`src/rtl/vdc_pkg.sv`:
```
package vdc_pkg;

    typedef enum logic [3:0] {
        CYC_NONE         = 4'd0,
        CYC_RSVD         = 4'd1,
        CYC_REF_STOP     = 4'd2,
        CYC_REF_RESET    = 4'd3,
        CYC_REF_KEEP     = 4'd4,
        CYC_XFER_FULL    = 4'd5,
        CYC_XFER_SPLIT   = 4'd6,
        CYC_WRITE        = 4'd7,
        CYC_BLOCK_WRITE  = 4'd8,
        CYC_WRITE_MASKED = 4'd9,
        CYC_BLOCK_MASKED = 4'd10,
        CYC_LOAD_MASK    = 4'd11,
        CYC_LOAD_COLOR   = 4'd12
    } cyc_e;

    typedef enum logic [1:0] {
        ST_IDLE,
        ST_ROW,
        ST_WAIT_WE,
        ST_HOLD
    } vdc_state_e;

endpackage

```
`src/rtl/vdc_sync.sv`:
```
module vdc_sync #(
    parameter int W      = 8,
    parameter int STAGES = 2,
    parameter logic [W-1:0] RST_VAL = '0
) (
    input  logic         clk,
    input  logic         rst_n,
    input  logic [W-1:0] d,
    output logic [W-1:0] q
);
    logic [W-1:0] pipe [STAGES];

    for (genvar g = 0; g < STAGES; g++) begin : g_stage
        always_ff @(posedge clk or negedge rst_n) begin
            if (!rst_n) pipe[g] <= RST_VAL;
            else if (g == 0) pipe[g] <= d;
            else pipe[g] <= pipe[(g == 0) ? 0 : g - 1];
        end
    end

    assign q = pipe[STAGES-1];
endmodule

```
`src/rtl/vdc_edge.sv`:
```
module vdc_edge #(
    parameter int N = 3
) (
    input  logic         clk,
    input  logic         rst_n,
    input  logic [N-1:0] lvl,
    output logic [N-1:0] fall
);
    logic [N-1:0] prev;

    always_ff @(posedge clk or negedge rst_n) begin
        if (!rst_n) prev <= '1;
        else prev <= lvl;
    end

    assign fall = prev & ~lvl;
endmodule

```
`src/rtl/vdc_ctrl.sv`:
```
module vdc_ctrl
    import vdc_pkg::*;
#(
    parameter int ADDR_W   = 9,
    parameter int DQ_W     = 16,
    parameter int STOP_LSB = 4,
    parameter int STOP_W   = 4
) (
    input  logic              clk,
    input  logic              rst_n,
    input  logic              ras_fall,
    input  logic              cas_fall,
    input  logic              we_fall,
    input  logic              ras_n,
    input  logic              cas_n,
    input  logic              trg_n,
    input  logic              we_n,
    input  logic              dsf,
    input  logic [ADDR_W-1:0] addr,
    input  logic [DQ_W-1:0]   dq,
    output logic              cyc_valid,
    output cyc_e              cyc_type,
    output logic              illegal,
    output logic [ADDR_W-1:0] row_addr,
    output logic [ADDR_W-1:0] col_addr,
    output logic [DQ_W-1:0]   wr_mask,
    output logic              data_valid,
    output logic [DQ_W-1:0]   data,
    output logic [DQ_W-1:0]   mask_reg,
    output logic [DQ_W-1:0]   color,
    output logic              persist_wpb,
    output logic              stop_en,
    output logic [STOP_W-1:0] stop_code,
    output logic              powerup_req
);
    vdc_state_e state, nxt;
    logic            ras_we_n, ras_dsf;
    logic [DQ_W-1:0] ras_dq;
    cyc_e            cur_type, late_type, cap_type;
    logic            cap_now;

    // Classification of write/load cycles at the first column fall.
    always_comb begin
        unique case ({ras_we_n, ras_dsf})
            2'b10:   late_type = dsf ? CYC_BLOCK_WRITE  : CYC_WRITE;
            2'b11:   late_type = dsf ? CYC_LOAD_COLOR   : CYC_LOAD_MASK;
            default: late_type = dsf ? CYC_BLOCK_MASKED : CYC_WRITE_MASKED;
        endcase
    end

    assign cap_type = (state == ST_ROW) ? late_type : cur_type;
    assign cap_now  = ((state == ST_ROW) && !ras_n && cas_fall && !we_n)
                   || ((state == ST_WAIT_WE) && !ras_n && we_fall);

    always_ff @(posedge clk or negedge rst_n) begin
        if (!rst_n) state <= ST_IDLE;
        else state <= nxt;
    end

    always_comb begin
        nxt = state;
        unique case (state)
            ST_IDLE:    if (ras_fall) nxt = (!cas_n || !trg_n) ? ST_HOLD : ST_ROW;
            ST_ROW:     if (ras_n) nxt = ST_IDLE;
                        else if (cas_fall) nxt = we_n ? ST_WAIT_WE : ST_HOLD;
            ST_WAIT_WE: if (ras_n) nxt = ST_IDLE;
                        else if (we_fall) nxt = ST_HOLD;
            ST_HOLD:    if (ras_n) nxt = ST_IDLE;
            default:    nxt = ST_IDLE;
        endcase
    end

    always_ff @(posedge clk or negedge rst_n) begin
        if (!rst_n) begin
            cyc_valid   <= 1'b0;
            cyc_type    <= CYC_NONE;
            cur_type    <= CYC_NONE;
            illegal     <= 1'b0;
            row_addr    <= '0;
            col_addr    <= '0;
            wr_mask     <= '1;
            data_valid  <= 1'b0;
            data        <= '0;
            mask_reg    <= '0;
            color       <= '0;
            persist_wpb <= 1'b0;
            stop_en     <= 1'b0;
            stop_code   <= '0;
            powerup_req <= 1'b1;
            ras_we_n    <= 1'b1;
            ras_dsf     <= 1'b0;
            ras_dq      <= '0;
        end else begin
            cyc_valid  <= 1'b0;
            illegal    <= 1'b0;
            data_valid <= 1'b0;
            if (state == ST_IDLE && ras_fall) begin
                row_addr <= addr;
                ras_we_n <= we_n;
                ras_dsf  <= dsf;
                ras_dq   <= dq;
                if (!cas_n) begin
                    cyc_valid <= 1'b1;
                    unique case ({we_n, dsf})
                        2'b00: begin
                            cyc_type <= CYC_RSVD;
                            illegal  <= 1'b1;
                        end
                        2'b01: begin
                            cyc_type    <= CYC_REF_STOP;
                            stop_en     <= 1'b1;
                            stop_code   <= addr[STOP_LSB +: STOP_W];
                            powerup_req <= 1'b0;
                        end
                        2'b10: begin
                            cyc_type    <= CYC_REF_RESET;
                            persist_wpb <= 1'b0;
                            stop_en     <= 1'b0;
                        end
                        default: cyc_type <= CYC_REF_KEEP;
                    endcase
                end else if (!trg_n) begin
                    cyc_valid <= 1'b1;
                    illegal   <= !we_n;
                    cyc_type  <= !we_n ? CYC_RSVD
                               : (dsf ? CYC_XFER_SPLIT : CYC_XFER_FULL);
                end
            end
            if (state == ST_ROW && !ras_n && cas_fall) begin
                col_addr  <= addr;
                cyc_valid <= 1'b1;
                cyc_type  <= late_type;
                cur_type  <= late_type;
                if (late_type == CYC_LOAD_MASK) persist_wpb <= 1'b1;
                if (late_type == CYC_WRITE_MASKED || late_type == CYC_BLOCK_MASKED)
                    wr_mask <= (persist_wpb || ras_dsf) ? mask_reg : ras_dq;
                else
                    wr_mask <= '1;
            end
            if (cap_now) begin
                data       <= dq;
                data_valid <= 1'b1;
                if (cap_type == CYC_LOAD_MASK)  mask_reg <= dq;
                if (cap_type == CYC_LOAD_COLOR) color    <= dq;
            end
        end
    end
endmodule

```
`src/rtl/vram_cycle_decoder.sv`:
```
module vram_cycle_decoder
    import vdc_pkg::*;
#(
    parameter int ADDR_W      = 9,
    parameter int DQ_W        = 16,
    parameter int SYNC_STAGES = 2,
    parameter int STOP_LSB    = 4,
    parameter int STOP_W      = 4
) (
    input  logic              clk,
    input  logic              rst_n,
    input  logic              ras_n,
    input  logic              casl_n,
    input  logic              casu_n,
    input  logic              trg_n,
    input  logic              we_n,
    input  logic              dsf,
    input  logic [ADDR_W-1:0] addr,
    input  logic [DQ_W-1:0]   dq,
    output logic              cyc_valid,
    output logic [3:0]        cyc_type,
    output logic              illegal,
    output logic [ADDR_W-1:0] row_addr,
    output logic [ADDR_W-1:0] col_addr,
    output logic [DQ_W-1:0]   wr_mask,
    output logic              data_valid,
    output logic [DQ_W-1:0]   data,
    output logic [DQ_W-1:0]   mask_reg,
    output logic [DQ_W-1:0]   color,
    output logic              persist_wpb,
    output logic              stop_en,
    output logic [STOP_W-1:0] stop_code,
    output logic              powerup_req
);
    localparam int BUS_W = 5 + ADDR_W + DQ_W;
    localparam logic [BUS_W-1:0] BUS_IDLE = {4'b1111, {(BUS_W-4){1'b0}}};

    logic [BUS_W-1:0] bus_raw, bus_s;
    logic s_ras_n, s_cas_n, s_trg_n, s_we_n, s_dsf;
    logic [ADDR_W-1:0] s_addr;
    logic [DQ_W-1:0]   s_dq;
    logic [2:0] falls;
    cyc_e type_e;

    assign bus_raw = {ras_n, casl_n & casu_n, trg_n, we_n, dsf, addr, dq};

    vdc_sync #(.W(BUS_W), .STAGES(SYNC_STAGES), .RST_VAL(BUS_IDLE)) u_sync (
        .clk(clk), .rst_n(rst_n), .d(bus_raw), .q(bus_s)
    );

    assign {s_ras_n, s_cas_n, s_trg_n, s_we_n, s_dsf, s_addr, s_dq} = bus_s;

    vdc_edge #(.N(3)) u_edge (
        .clk(clk), .rst_n(rst_n), .lvl({s_we_n, s_cas_n, s_ras_n}), .fall(falls)
    );

    vdc_ctrl #(
        .ADDR_W(ADDR_W), .DQ_W(DQ_W), .STOP_LSB(STOP_LSB), .STOP_W(STOP_W)
    ) u_ctrl (
        .clk(clk), .rst_n(rst_n),
        .ras_fall(falls[0]), .cas_fall(falls[1]), .we_fall(falls[2]),
        .ras_n(s_ras_n), .cas_n(s_cas_n), .trg_n(s_trg_n), .we_n(s_we_n),
        .dsf(s_dsf), .addr(s_addr), .dq(s_dq),
        .cyc_valid(cyc_valid), .cyc_type(type_e), .illegal(illegal),
        .row_addr(row_addr), .col_addr(col_addr), .wr_mask(wr_mask),
        .data_valid(data_valid), .data(data), .mask_reg(mask_reg),
        .color(color), .persist_wpb(persist_wpb), .stop_en(stop_en),
        .stop_code(stop_code), .powerup_req(powerup_req)
    );

    assign cyc_type = type_e;
endmodule

```
`config.mk`:
```
export PLATFORM = sky130hd
export DESIGN_NAME = vram_cycle_decoder
export DESIGN_NICKNAME = d
export VERILOG_FILES = /design/src/rtl/vdc_pkg.sv /design/src/rtl/vdc_sync.sv /design/src/rtl/vdc_edge.sv /design/src/rtl/vdc_ctrl.sv /design/src/rtl/vram_cycle_decoder.sv
export SDC_FILE = /design/constraint.sdc
export NUM_CORES = 1
export LEC_CHECK = 0
export ABC_CLOCK_PERIOD_IN_PS = 2000
export BUFFER_PORTS_ARGS = -buffer_cell sky130_fd_sc_hd__buf_2
export CORE_MARGIN = 4
export CORE_UTILIZATION = 49
export DETAILED_ROUTE_END_ITERATION = 8
export PLACE_DENSITY_LB_ADDON = 0.12
export SETUP_SLACK_MARGIN = 0.02
export SKIP_CTS_REPAIR_TIMING = 1
export SLEW_MARGIN = 25
export SYNTH_ARGS = -nofsm -noshare
export SYNTH_HDL_FRONTEND = slang
export SYNTH_SLANG_ARGS = --single-unit
export TNS_END_PERCENT = 50
```
`constraint.sdc`:
```
create_clock -name clk -period 2 [get_ports clk]
set_input_delay 0.4 -clock clk [delete_from_list [all_inputs] [get_ports clk]]
set_output_delay 0.4 -clock clk [all_outputs]
set_load 0.005 [all_outputs]
```
After elaboration in Yosys (flattened, before gate mapping):

Cells that the tools add are included.

* input port bits: 33
* register bits after elaboration: 183

* reductions and logical operators: 24
* muxes and demuxes: 38
* bitwise operators: 4
* equality and inequality tests: 17

Operators by type and width (number)
* 2-to-1 mux 16 bit: 2
* 2-to-1 mux 4 bit: 7
* == test 4 bit (second input constant): 5
* 2-to-1 mux 2 bit: 9
* 2-to-1 mux 1 bit: 15
* == test 2 bit (second input constant): 5
* case mux 3 bit (3 select lines): 1
* case mux 2 bit (4 select lines): 1
* case mux 4 bit (2 select lines): 1
* logical AND 1 bit: 6
* inequality test 3 bit (second input constant): 2
* AND reduction 2 bit: 3
* AND reduction 3 bit: 2
* == test 2 x 1 -> 1 bit (second input constant): 2
* zero test 1 bit: 4
* zero test 2 bit: 2
* logical OR 1 bit: 4
* inequality test 2 bit (second input constant): 2
* AND reduction 4 bit: 1
* nonzero test 2 bit: 2
* bitwise AND 3 bit: 1
* 2-to-1 mux 3 bit: 1
* inequality test 3 x 2 -> 1 bit (second input constant): 1
* inverter 3 bit: 1
* 3 further kinds: 3

Depth between registers and ports, before layout:

Gate-level depths: netlist of the first run.

* depth after elaboration: 6
* depth in mapped cells: 7
* depth with buffers taken out: 5

By module:

A second synthesis of the first run with hierarchy kept.

* cells, all modules: 515
* area, all modules: 6860.3 sq um

Modules (own cells, without submodules)
* vdc_ctrl: area each 4997.3 sq um, cells each 418, times used 1, sequential area each 3025.4 sq um
* vdc_sync: area each 1736.7 sq um, cells each 90, times used 1, sequential area each 1511.4 sq um
* vdc_edge: area each 120.1 sq um, cells each 6, times used 1, sequential area each 78.8 sq um
* vram_cycle_decoder: area each 6.3 sq um, cells each 1, times used 1, sequential area each 0.0 sq um

Worst setup path before layout of the first run:

Ideal clock, no wire load.

* kind: register -> register
* start point: register u_sync.pipe, in the netlist u_sync.q[28]
* end point: register u_ctrl.color[10]
* path buffers: 3
* period minus slack after synthesis: 1.904 ns
* data arrival time: 1.780 ns
* cell stages (with the launch flop): 8
* library setup time: 0.125 ns
* setup slack: 0.096 ns
* cells stage by stage: dfstp_2 > buf_4 > nand4bb_1 > a211o_1 > buf_6 > a21oi_4 > buf_6 > mux2_2

* longest elaborated chain between the ends: 6

Ends and longest elaborated chain
* from (decl): RTL line vdc_sync.sv:11 `logic [W-1:0] pipe [STAGES];`
* from (signal, indexed assignment): RTL line vdc_sync.sv:17 `else pipe[g] <= pipe[(g == 0) ? 0 : g - 1];`
* inverter 3 bit: RTL line vdc_edge.sv:16 `assign fall = prev & ~lvl;`
* bitwise AND 3 bit: RTL line vdc_edge.sv:16
* logical AND 1 bit (2 in series): RTL line vdc_ctrl.sv:52 `assign cap_now = ((state == ST_ROW) && !ras_n && cas_fall && !we_n)`
* logical OR 1 bit: RTL line vdc_ctrl.sv:53 `|| ((state == ST_WAIT_WE) && !ras_n && we_fall);`
* AND reduction 2 bit (no line)
* to (signal assigned): RTL line vdc_ctrl.sv:144 `if (cap_type == CYC_LOAD_COLOR) color <= dq;`
* to (decl): RTL line vdc_ctrl.sv:30 `output logic [DQ_W-1:0] color,`

Every way passes these cells.
A chain may end at the register's enable or synchronous reset.

Worst setup path in the final report of the first run:

* start point: register u_sync.pipe, in the netlist u_sync.q[28]
* end point: register u_ctrl.mask_reg[7]

* longest elaborated chain between the ends: 6

Ends and longest elaborated chain
* inverter 3 bit: RTL line vdc_edge.sv:16
* bitwise AND 3 bit: RTL line vdc_edge.sv:16
* logical AND 1 bit (2 in series): RTL line vdc_ctrl.sv:52
* logical OR 1 bit: RTL line vdc_ctrl.sv:53
* AND reduction 2 bit (no line)
* to (signal assigned): RTL line vdc_ctrl.sv:143 `if (cap_type == CYC_LOAD_MASK) mask_reg <= dq;`
* to (decl): RTL line vdc_ctrl.sv:29 `output logic [DQ_W-1:0] mask_reg,`

Every way passes these cells.

==> results of run 1 <==
cell usage in the layout, fill, tap and decap left out, types with 3 or more instances in the layout:
| cell | n |
|---|---|
| buf_2 | 127 |
| a2111oi_0 | 7 |
| mux2_4 | 10 |
| buf_12 | 5 |
| nand2_1 | 119 |
| dfrtp_1 | 152 |
| clkbuf_8 | 3 |
| clkinvlp_4 | 3 |
| nand4b_1 | 3 |
| o21ai_0 | 7 |
| a2111oi_1 | 8 |
| dfstp_2 | 29 |
| ha_1 | 4 |
| buf_4 | 17 |
| nor2_1 | 43 |
| nor2b_1 | 20 |
| clkbuf_16 | 17 |
| mux2_2 | 42 |
| inv_1 | 6 |
stage by stage:
stage	TNS [ns]	total power [uW]	hold slack, ns	setup slack, ns
floorplan	0	5458	0.1044	0.09577
global route	0	10010	0.05119	0.04163
finish	0	9498	0.07130	0.1314
CTS	-0.1177	9592	-0.04706	-0.04003
detailed placement	0	6259	0.3347	0.0004934
global placement	0	6199	0.3320	0.07417
power breakdown:
part / switching [uW] / total, uW / internal (uW)
clock network: 1370 / 3310 / 1940
logic: 683 / 1390 / 708
registers: 380 / 4800 / 4420
total: 2430 / 9500 / 7070
worst max path at each step:
stage	start	endpoint	slack, ns	cells after the start
global route	u_ctrl.state[1]	u_ctrl.cyc_type[1]	0.04	5
CTS	u_ctrl.state[1]	u_ctrl.wr_mask[3]	-0.04	5
global placement	u_ctrl.state[1]	u_ctrl.wr_mask[1]	0.07	5
finish	u_sync.q[28]	u_ctrl.mask_reg[7]	0.13	5
detailed placement	u_ctrl.state[0]	u_ctrl.mask_reg[7]	0.0005	4
floorplan	u_sync.q[28]	u_ctrl.color[10]	0.1	7
cells by family (layout without fill, tap and decap cells):
kind of cell               count (synthesis)  after routing
AOI/OAI and AO/OA                         34             34
xor gates and xnor gates                   1              1
adders and majority gates                  4              4
buffers and inverters                     30            189
DFF                                      183            183
muxes                                     54             54
and+or+nand+nor                          204            204
critical path: stages (launching register included):
cell and delay, ns:
dfstp_2 0.65, nand4bb_1 0.18, a211o_1 0.22, o21bai_4 0.16
buf_12 0.18, mux2_2 0.35
per-layer routing:
| layer | routed length (um) | vias up |
|---|---|---|
| met5 | 0 | - |
| met4 | 286 | 0 |
| met3 | 766 | 24 |
| met2 | 6472 | 121 |
| met1 | 6546 | 2089 |
| li1 | - | 1985 |
area by class of cell:
cell class,count,share of cell area (%)
Timing Repair Buffer,151,10.70
Sequential cell,183,55.87
Inverter,6,0.2725
Multi-Input combinational cell,297,23.31
Tap cell,176,2.664
Clock inverter,10,1.438
Clock buffer,22,5.737
==> summary.md, run 1 <==
| Metric | Value |
|---|---|
| Max Cap Viol | `0` |
| Num rows | `42` |
| CTS root buffer | `clkbuf_16` |
| Post-synth net total | `547` |
| Per-cell routed wire length | `around 17 um` |
| Global placer's final weighted congestion | `between 0.8 and 0.9` |
| Slew margin rel. | `57.20%` |
| Tcrit/Tclk final | `93.43%` |
| Final critical-path required period | `1.869 ns` |
| Worst clock skew | `around 0.0068 ns` |
| Pre-antenna DRT Iters | `4` |
| Largest fanout on the critical path | `16` |
| Clock H-tree levels | `4` |
| RSZ-0062 raised after global routing | `no` |
| DR DRC count | `0` |
| Register Area | `between 4000 and 5000 um^2` |
| Hold Startpoint | `ras_n` |
| FF-to-FF path depth | `5` |
| Area Growth Syn to Fin | `24.08%` |
| DR vias | `roughly 4200` |
| Pins over their slew limit | `0` |
| Vias per cell | `4.993` |
| Fmax | `535.2 MHz` |
| CTS tree | `yes` |
| CP required | `2.31 ns` |
| Ys Warns | `0` |
| Die Y-Extent | `124.6 um` |
| Compound-Gate Fraction of Synth Area | `approximately 4.2%` |
| Final std cells w/o fill | `845` |
| Antenna Cells | `0` |
| Yosys reg bits | `183` |
| Design Area, Final | `between 8000 and 9000 um^2` |
| Die width | `124.6 um` |
| Total die area | `15520 um^2` |
| Boundary pin count | `~130` |
| Initial Util | `50.10%` |
| WHS Endpoint | `u_sync.pipe[59]` |
| Largest family of logic cells by synthesized area | `simple AND/OR/NAND/NOR gates` |
| Post-Synth Adder-Cell Area | `less than 1%` |
| PD cells | `1149 nW/um^2` |
| Post-Syn Area | `approximately 6700 um^2` |
| Final setup viols | `0` |
| Setup CP Type | `flip-flop to flip-flop` |
| Post-Place Cells | `roughly 810` |
| Worst setup EP type | `flip-flop` |
| Global route total overflow | `0` |
| HP Class | `input pin to flip-flop` |
| Most used DFF post-synth | `dfrtp_1` |
| Initial antenna violation count | `0` |
| Post-Syn Instances | `510` |
| Drt total wl | `between 10 and 15 mm` |
| Yosys top cell by area | `dfrtp_1` |
| Layout cell share with drive strength beyond 1 | `between 40% and 50%` |
| Worst-Margin Slew | `0.6259 ns` |
| Xor and xnor area share after synthesis | `less than 1%` |
| Flop2flop setup slack | `around 0.13 ns` |
| Clock Tree Buf Depth | `2` |
| Routing usage on met1 | `27.83%` |
| Status | `completed` |
| VDD IR-drop max | `between 700 and 800 uV` |
| Hpwl dp | `about 9.9 mm` |
| Asr flop ratio synth | `100.0%` |
| Netlist cell types | `40` |
| Iteration-0 DRC Markers | `between 150 and 200` |
| Fin. Hold Viols | `0` |
| Yosys top cell area share | `between 50 and 60%` |
| Core area | `around 13000 um^2` |
| Cell Area, Placed | `approximately 7600 um^2` |
| DRT antenna net count | `0` |
| Dominant cells by area after synthesis | `dfrtp_1 (58%), dfstp_2 (11%), mux2_2 (7.1%)` |
| Worst-skew pair later-pin latency | `~0.43 ns` |
| TritonCTS Buffers | `17` |
| Fin nets | `693` |
| Crit path DAT | `between 2 and 2.5 ns` |
| Largest net degree at the start of global routing | `59` |
| Most common cell in the netlist | `dfrtp_1` |
| CP startpoint kind | `flip-flop` |
| Worst flop-to-flop path startpoint | `u_sync.q[28]` |
| Simple-gate area share of the yosys netlist | `13.64%` |
| Worst r2r dst | `u_ctrl.mask_reg[7]` |
| CTS clk-pin slew, worst paths | `~0.06 ns` |
| Top post-synthesis cells by count | `dfrtp_1 (154), nand2_1 (119), nor2_1 (44)` |
| TritonCTS Sinks | `183` |
| Global-route wire length before repair | `23.42 mm` |
| Met3 Resource Use GR | `between 5 and 6%` |
| Mux share of post-synthesis cell area | `about a tenth` |
| Sequential share of the synthesized area | `~69%` |
| Vias in the first global route | `roughly 4400` |
| Mean Syn Cell Area | `around 13 um^2` |
| GRT Overall Usage | `about a fifth` |
| Post-synth EDFFs | `0` |
| Busiest layer in global routing | `met1` |
| Final core utilization | `a little over 60%` |
| GR Util met2 | `between 20 and 30%` |
| Area of the multi-input gates | `1927 um^2` |
| Port bufs | `128` |
| Hold depth | `1` |
| Fillcell total | `1062` |
| Cell leakage power | `slightly above 0.004 uW` |
Note: power is estimated with default switching activity, not from simulation.
==> run 2, diff against run 1 <==
--- a/config.mk
+++ b/config.mk
@@ -5,6 +5,7 @@
 export SDC_FILE = /design/constraint.sdc
 export NUM_CORES = 1
 export LEC_CHECK = 0
+export ABC_AREA = 1
 export ABC_CLOCK_PERIOD_IN_PS = 2000
 export BUFFER_PORTS_ARGS = -buffer_cell sky130_fd_sc_hd__buf_2
 export CORE_MARGIN = 4
==> summary.md, run 2 <==
| Metric | Value |
|---|---|
| Yosys reg bits | `183 (unchanged)` |
| DRT antenna net count | `0 (unchanged)` |
| Most used DFF post-synth | `dfrtp_1` |
| Worst setup EP type | `flip-flop` |
| Largest net degree at the start of global routing | `56 (-5.1%)` |
| Hpwl dp | `10.28 mm (+3.9%)` |
| Pre-antenna DRT Iters | `5 (+1)` |
| Hold Startpoint | `ras_n` |
| Area Growth Syn to Fin | `21.78%` |
| Vias per cell | `4.908 (-1.7%)` |
| Yosys top cell by area | `dfrtp_1` |
| TritonCTS Sinks | `183 (unchanged)` |
| Clock Tree Buf Depth | `2 (unchanged)` |
| Fin. Hold Viols | `0 (unchanged)` |
| Initial antenna violation count | `0 (unchanged)` |
| Sw frac | `32.41% (+6.8 points)` |
| Total die area | `15440 um^2 (-0.53%)` |
| TritonCTS Buffers | `17 (unchanged)` |
| Cell leakage power | `0.004223 uW (+2.0%)` |
| Die width | `124.3 um (-0.26%)` |
| Die Y-Extent | `124.3 um (-0.26%)` |
| Hold depth | `1 (unchanged)` |
| Status | `completed` |
| VDD IR-drop max | `675.1 uV (-9.0%)` |
| Post-synth EDFFs | `0 (unchanged)` |
| Power share of the sequential group | `47.8% (-2.7 points)` |
| Post-Syn Instances | `627 (+23%)` |
| Setup WS pre-CTS | `0.1261 ns (+0.1256 ns)` |
| Dominant cells by area after synthesis | `dfrtp_1 (58%), dfstp_2 (12%), nand2_1 (9.7%)` |
| Crit path DAT | `2.09 ns (-0.09 ns)` |
| Boundary pin count | `129 (unchanged)` |
| Fin nets | `801 (+16%)` |
| Crit-path max cell delay | `0.45 ns (-0.20 ns)` |
| Pwr Total | `11780 uW (+24%)` |
| Most frequent cells in the layout | `nand2_1 (172), dfrtp_1 (154), buf_2 (127), nand3_1 (45), o21ai_0 (43)` |
| Drt total wl | `14.49 mm (+3.0%)` |
| HP Class | `input pin to flip-flop` |
| Psw | `3816 uW (+57%)` |
| Worst r2r dst | `u_ctrl.cyc_type[0]` |
| Most common cell after layout, fill and taps aside | `nand2_1` |
| CP cell instances | `inv_2, nand2_1, nor3_4, nand2_1, nand2_1, inv_1, nand2_1, o21ai_0` |
| CP max stage cell | `dfrtp_1` |
| Post-Syn Area | `6624 um^2 (-0.56%)` |
| Share of power burned in the clock network | `26.1% (-8.8 points)` |
| Fillcell total | `1159 (+9.1%)` |
| Global route total overflow | `0 (unchanged)` |
| CP required | `2.29 ns (-0.02 ns)` |
| PD cells | `1460 nW/um^2 (+27%)` |
| Asr flop ratio synth | `100.0% (unchanged)` |
| GRT Overall Usage | `19.44% (+0.23 points)` |
| Setup CP Type | `flip-flop to flip-flop` |
| Worst-Margin Slew | `0.4890 ns (-0.1368 ns)` |
| CTS root buffer | `clkbuf_16` |
| Pins over their slew limit | `0 (unchanged)` |
| CP bufs+invs | `2 (+1)` |
| Final critical-path required period | `1.802 ns (-0.06626 ns)` |
| Slew margin rel. | `67.29% (+10 points)` |
| Post-synth net total | `664 (+21%)` |
| Final setup viols | `0 (unchanged)` |
| Netlist cell types | `26 (-35%)` |
| Iteration-0 DRC Markers | `280 (+49%)` |
| Flop2flop setup slack | `0.20 ns (+0.07 ns)` |
| Global placer's final weighted congestion | `0.8104 (-0.92%)` |
| Vias in the first global route | `4636 (+5.6%)` |
| WHS Endpoint | `u_sync.pipe[59]` |
| Worst-skew pair later-pin latency | `0.43 ns (about the same)` |
| DR vias | `4672 (+11%)` |
| Initial Util | `50.02% (-0.085 points)` |
| Global-route wire length before repair | `24.01 mm (+2.5%)` |
| Fmax | `554.8 MHz (+3.7%)` |
| Clock H-tree levels | `4 (unchanged)` |
| Yosys top cell area share | `58.18% (+0.33 points)` |
| Ys Warns | `0 (unchanged)` |
| Setup TNS | `0 ns (unchanged)` |
| Port bufs | `128 (unchanged)` |
| Cell Area, Placed | `7502 um^2 (-1.5%)` |
| Design Area, Final | `8066 um^2 (-2.4%)` |
| Most frequent cell on the critical path | `nand2_1` |
| Sequential share of the synthesized area | `69.68% (+0.39 points)` |
| Core area | `13240 um^2 (-0.40%)` |
| RSZ-0062 raised after global routing | `no` |
| DR DRC count | `0 (unchanged)` |
| CTS tree | `yes` |
| Per-cell routed wire length | `15.22 um (-8.6%)` |
| Worst Slack Setup Final | `0.1976 ns (+0.06626 ns)` |
| Critical Path Source | `u_ctrl.state[1]` |
| Top post-synthesis cells by count | `nand2_1 (172), dfrtp_1 (154), nand3_1 (46)` |
| Mean Syn Cell Area | `10.56 um^2 (-19%)` |
| Largest fanout on the critical path | `10 (-6)` |
| Num rows | `42 (unchanged)` |
| Max Cap Viol | `0 (unchanged)` |
| FF-to-FF path depth | `8 (+3)` |
| Layout cell share with drive strength beyond 1 | `27.71% (-13 points)` |
| CP startpoint kind | `flip-flop` |
| Comb power frac | `26.1% (+11 points)` |
| Antenna Cells | `0 (unchanged)` |
| Cell family with most CP delay | `simple AND/OR/NAND/NOR gates` |
| Internal Power | `7959 uW (+13%)` |
| Worst clock skew | `0.01493 ns (+0.008106 ns)` |
| CTS clk-pin slew, worst paths | `0.06 ns (about the same)` |
| Worst flop-to-flop path startpoint | `u_ctrl.state[1]` |
| Most common cell in the netlist | `nand2_1` |
| Tcrit/Tclk final | `90.12% (-3.3 points)` |
-- run 2: cell types whose count changed after synthesis, moves of 21 or more --
| cell | previous run | this run |
|---|---|---|
| nand2_1 | 119 | 172 |
| nand3_1 | 2 | 46 |
| mux2_2 | 42 | 0 |
| inv_1 | 6 | 41 |
| o21ai_0 | 8 | 43 |
| a21oi_1 | 1 | 34 |
| nor2b_1 | 21 | 0 |
-- run 2: logic make-up (layout without fill, tap and decap cells) --
| kind of cell | count (synthesis) | count (layout) | synth area share (%) |
|---|---|---|---|
| simple gates | 265 | 265 | 16.77 |
| flops | 183 | 183 | 69.68 |
| compound gates | 104 | 104 | 8.255 |
| buf+inv | 71 | 220 | 4.533 |
| fa+ha+maj | 4 | 4 | 0.7556 |
-- run 2: power groups by stage --
stage	Sequential, uW	Combinational, uW	Clock (uW)
after global placement	5650	2980	0
final	5620	3080	3070
after floorplan	5580	1680	0
after CTS	5620	3120	3130
after detailed placement	5670	3090	0
after global routing	5750	3530	3310
-- run 2: how the worst max path moves through the flow --
stage                         endpoint  slack (ns)  cells past startpoint
finish              u_ctrl.cyc_type[0]        0.20                      8
global route        u_ctrl.cyc_type[0]        0.04                      7
CTS                   u_ctrl.ras_dq[7]        0.11                      6
detailed placement    u_ctrl.ras_dq[7]        0.13                      6
global placement     u_ctrl.ras_dq[14]        0.24                      6
floorplan           u_ctrl.mask_reg[0]        0.43                      9
-- run 2: per-stage QoR --
| step | hold WS [ns] | instances | util (%) |
|---|---|---|---|
| floorplan | 0.1044 | 627 | - |
| global placement | 0.3331 | 920 | 56.65 |
| detailed placement | 0.3347 | 920 | 56.65 |
| CTS | -0.08717 | 951 | 60.74 |
| global route | 0.05796 | 952 | 60.91 |
| finish | 0.07956 | 952 | 60.91 |
-- run 2: layout make-up --
class	count	area, um^2	area share, %
Sequential cell	183	4616	57.22
Multi-Input combinational cell	373	1718	21.30
Timing Repair Buffer	142	792.0	9.819
Clock buffer	22	464.2	5.755
Tap cell	176	220.2	2.730
Inverter	47	178.9	2.218
Clock inverter	9	77.57	0.9617
-- run 2: layer usage --
layer	wire (um)	GRT usage [%]	up-vias
met5	0	0	-
met4	206	6.383	0
met3	920	6.003	15
met2	6340	27.93	136
met1	7025	28.43	2236
li1	-	-	2285
==> run 3, diff against run 2 <==
--- a/config.mk
+++ b/config.mk
@@ -8,8 +8,10 @@
 export ABC_AREA = 1
 export ABC_CLOCK_PERIOD_IN_PS = 2000
 export BUFFER_PORTS_ARGS = -buffer_cell sky130_fd_sc_hd__buf_2
+export CELL_PAD_IN_SITES_DETAIL_PLACEMENT = 0
+export CELL_PAD_IN_SITES_GLOBAL_PLACEMENT = 1
 export CORE_MARGIN = 4
-export CORE_UTILIZATION = 49
+export CORE_UTILIZATION = 38
 export DETAILED_ROUTE_END_ITERATION = 8
 export PLACE_DENSITY_LB_ADDON = 0.12
 export SETUP_SLACK_MARGIN = 0.02
==> summary.md, run 3 (synthesis gave the netlist of run 2 again) <==
| Metric | Value |
|---|---|
| CP cell instances | `inv_2, nand2_1, nor3_4, inv_2, nand2_1, o21ai_0` |
| GRT Overall Usage | `16.18% (-3.3 points)` |
| TritonCTS Buffers | `17 (unchanged)` |
| Worst-Margin Slew | `0.7392 ns (+0.2502 ns)` |
| Cell family with most CP delay | `simple AND/OR/NAND/NOR gates` |
| Crit-path max cell delay | `0.44 ns (about the same)` |
| Global placer's final weighted congestion | `0.7945 (-2.0%)` |
| CP required | `2.26 ns (-0.03 ns)` |
| Vias per cell | `4.664 (-5.0%)` |
| CTS root buffer | `clkbuf_16` |
| Final setup viols | `0 (unchanged)` |
| DR DRC count | `3 (+3)` |
| Post-Place Cells | `967 (+5.1%)` |
| Most common cell after layout, fill and taps aside | `nand2_1` |
| CP max stage cell | `dfrtp_1` |
| DRT antenna net count | `0 (unchanged)` |
| Fillcell total | `1654 (+43%)` |
| Die width | `140.0 um (+13%)` |
| Worst setup EP type | `flip-flop` |
| Per-cell routed wire length | `15.21 um (-0.11%)` |
| Setup CP Type | `flip-flop to flip-flop` |
| Area Growth Syn to Fin | `23.29%` |
| RSZ-0062 raised after global routing | `no` |
| TritonCTS Sinks | `183 (unchanged)` |
| Layout cell share with drive strength beyond 1 | `27.93% (+0.22 points)` |
| Worst flop-to-flop path startpoint | `u_ctrl.state[1]` |
| Worst-skew pair later-pin latency | `0.42 ns (about the same)` |
| Largest fanout on the critical path | `49 (+39)` |
| Pins over their slew limit | `0 (unchanged)` |
| Core area | `17180 um^2 (+30%)` |
| Pre-antenna DRT Iters | `9 (+4)` |
| Clock Tree Buf Depth | `2 (unchanged)` |
| Slew margin rel. | `50.65% (-17 points)` |
| Setup TNS | `0 ns (unchanged)` |
| Cell leakage power | `0.004221 uW (about the same)` |
| DR vias | `4673 (+0.021%)` |
| Hpwl dp | `11.06 mm (+7.5%)` |
| Initial Util | `38.56% (-11 points)` |
| Worst clock skew | `0.008775 ns (-0.006160 ns)` |
| Flop2flop setup slack | `0.30 ns (+0.11 ns)` |
| CTS clk-pin slew, worst paths | `0.07 ns (about the same)` |
| PD cells | `1476 nW/um^2 (+1.1%)` |
| Die Y-Extent | `140.0 um (+13%)` |
| Global-route wire length before repair | `25.30 mm (+5.4%)` |
| Final critical-path required period | `1.696 ns (-0.1063 ns)` |
| Drt total wl | `15.24 mm (+5.1%)` |
| Tcrit/Tclk final | `84.80% (-5.3 points)` |
| CTS tree | `yes` |
| Initial antenna violation count | `0 (unchanged)` |
| CP bufs+invs | `2 (unchanged)` |
| Boundary pin count | `129 (unchanged)` |
| Crit path DAT | `1.96 ns (-0.13 ns)` |
| Clock H-tree levels | `4 (unchanged)` |
| HP Class | `input pin to flip-flop` |
| Max Cap Viol | `0 (unchanged)` |
| Port bufs | `128 (unchanged)` |
| Final std cells w/o fill | `1002 (+5.3%)` |
| VDD IR-drop max | `661.5 uV (-2.0%)` |
| Worst setup path end | `u_ctrl.row_addr[1]` |
| Num rows | `48 (+14%)` |
| Global route total overflow | `0 (unchanged)` |
| Fin. Hold Viols | `0 (unchanged)` |
| FF-to-FF path depth | `6 (-2)` |
| Critical Path Source | `u_ctrl.state[1]` |
| Failing checks | `DRC` |
| Total die area | `19610 um^2 (+27%)` |
| CP startpoint kind | `flip-flop` |
| Status | `complete, but fails checks` |
| Worst r2r dst | `u_ctrl.row_addr[1]` |
| Antenna Cells | `0 (unchanged)` |
| Vias in the first global route | `4655 (+0.41%)` |
| Iteration-0 DRC Markers | `292 (+4.3%)` |
| Most frequent cells in the layout | `nand2_1 (172), dfrtp_1 (154), buf_2 (127), nand3_1 (46), o21ai_0 (43)` |
| Register Area | `4616 um^2 (unchanged)` |
| Area of the multi-input gates | `1708 um^2 (-0.58%)` |
| Fmax | `589.6 MHz (+6.3%)` |
| Largest net degree at the start of global routing | `65 (+16%)` |
| Fin nets | `801 (unchanged)` |
| CP Depth | `6 (-2)` |
run 3: cell types whose count changed in the layout (fill, tap and decap cells not counted), sizes merged:
cell,delta
inv,+6
clkbuf,-4
clkinv,-4
clkinvlp,+2
bufinv,+1
run 3: through the flow:
stage	util [%]	power, uW	hold slack (ns)	setup slack [ns]	cell area (um^2)
final	47.55	12050	0.07501	0.3040	8167
after CTS	47.40	12180	-0.1057	0.07191	8142
after global routing	47.55	12920	0.04826	0.1084	8167
after global placement	43.95	8695	0.3316	0.1300	7548
after detailed placement	43.95	8797	0.3347	0.08161	7548
after floorplan	-	7259	0.1044	0.4313	6624
run 3: worst min-delay path by stage:
stage                         start                  to  slack (ns)  cells past startpoint
floorplan                     rst_n  u_ctrl.col_addr[0]        0.10                      0
global placement    u_sync.pipe[46]        u_sync.q[16]        0.33                      0
detailed placement  u_sync.pipe[44]        u_sync.q[14]        0.33                      0
CTS                           rst_n  u_ctrl.cyc_type[1]       -0.11                      1
global route                  trg_n     u_sync.pipe[57]        0.05                      1
finish                        trg_n     u_sync.pipe[57]        0.08                      1
run 3: final cells by class:
class,count,area share (%)
Multi-Input combinational cell,373,20.91
Tap cell,225,3.447
Sequential cell,183,56.52
Clock buffer,18,5.255
Clock inverter,14,2.007
Timing Repair Buffer,142,9.698
Inverter,47,2.160
run 3: per-layer routing:
metal	vias up	GRT usage (%)	wire length (um)
met3	19	3.926	774
li1	2301	-	-
met1	2228	24.57	7723
met4	0	5.915	276
met5	-	0	0
met2	125	22.54	6462
run 3: power by group:
group	internal (uW)	total (uW)	switching, uW
sequential	4900	5630	724
combinational	1300	3100	1790
clock	1880	3330	1450
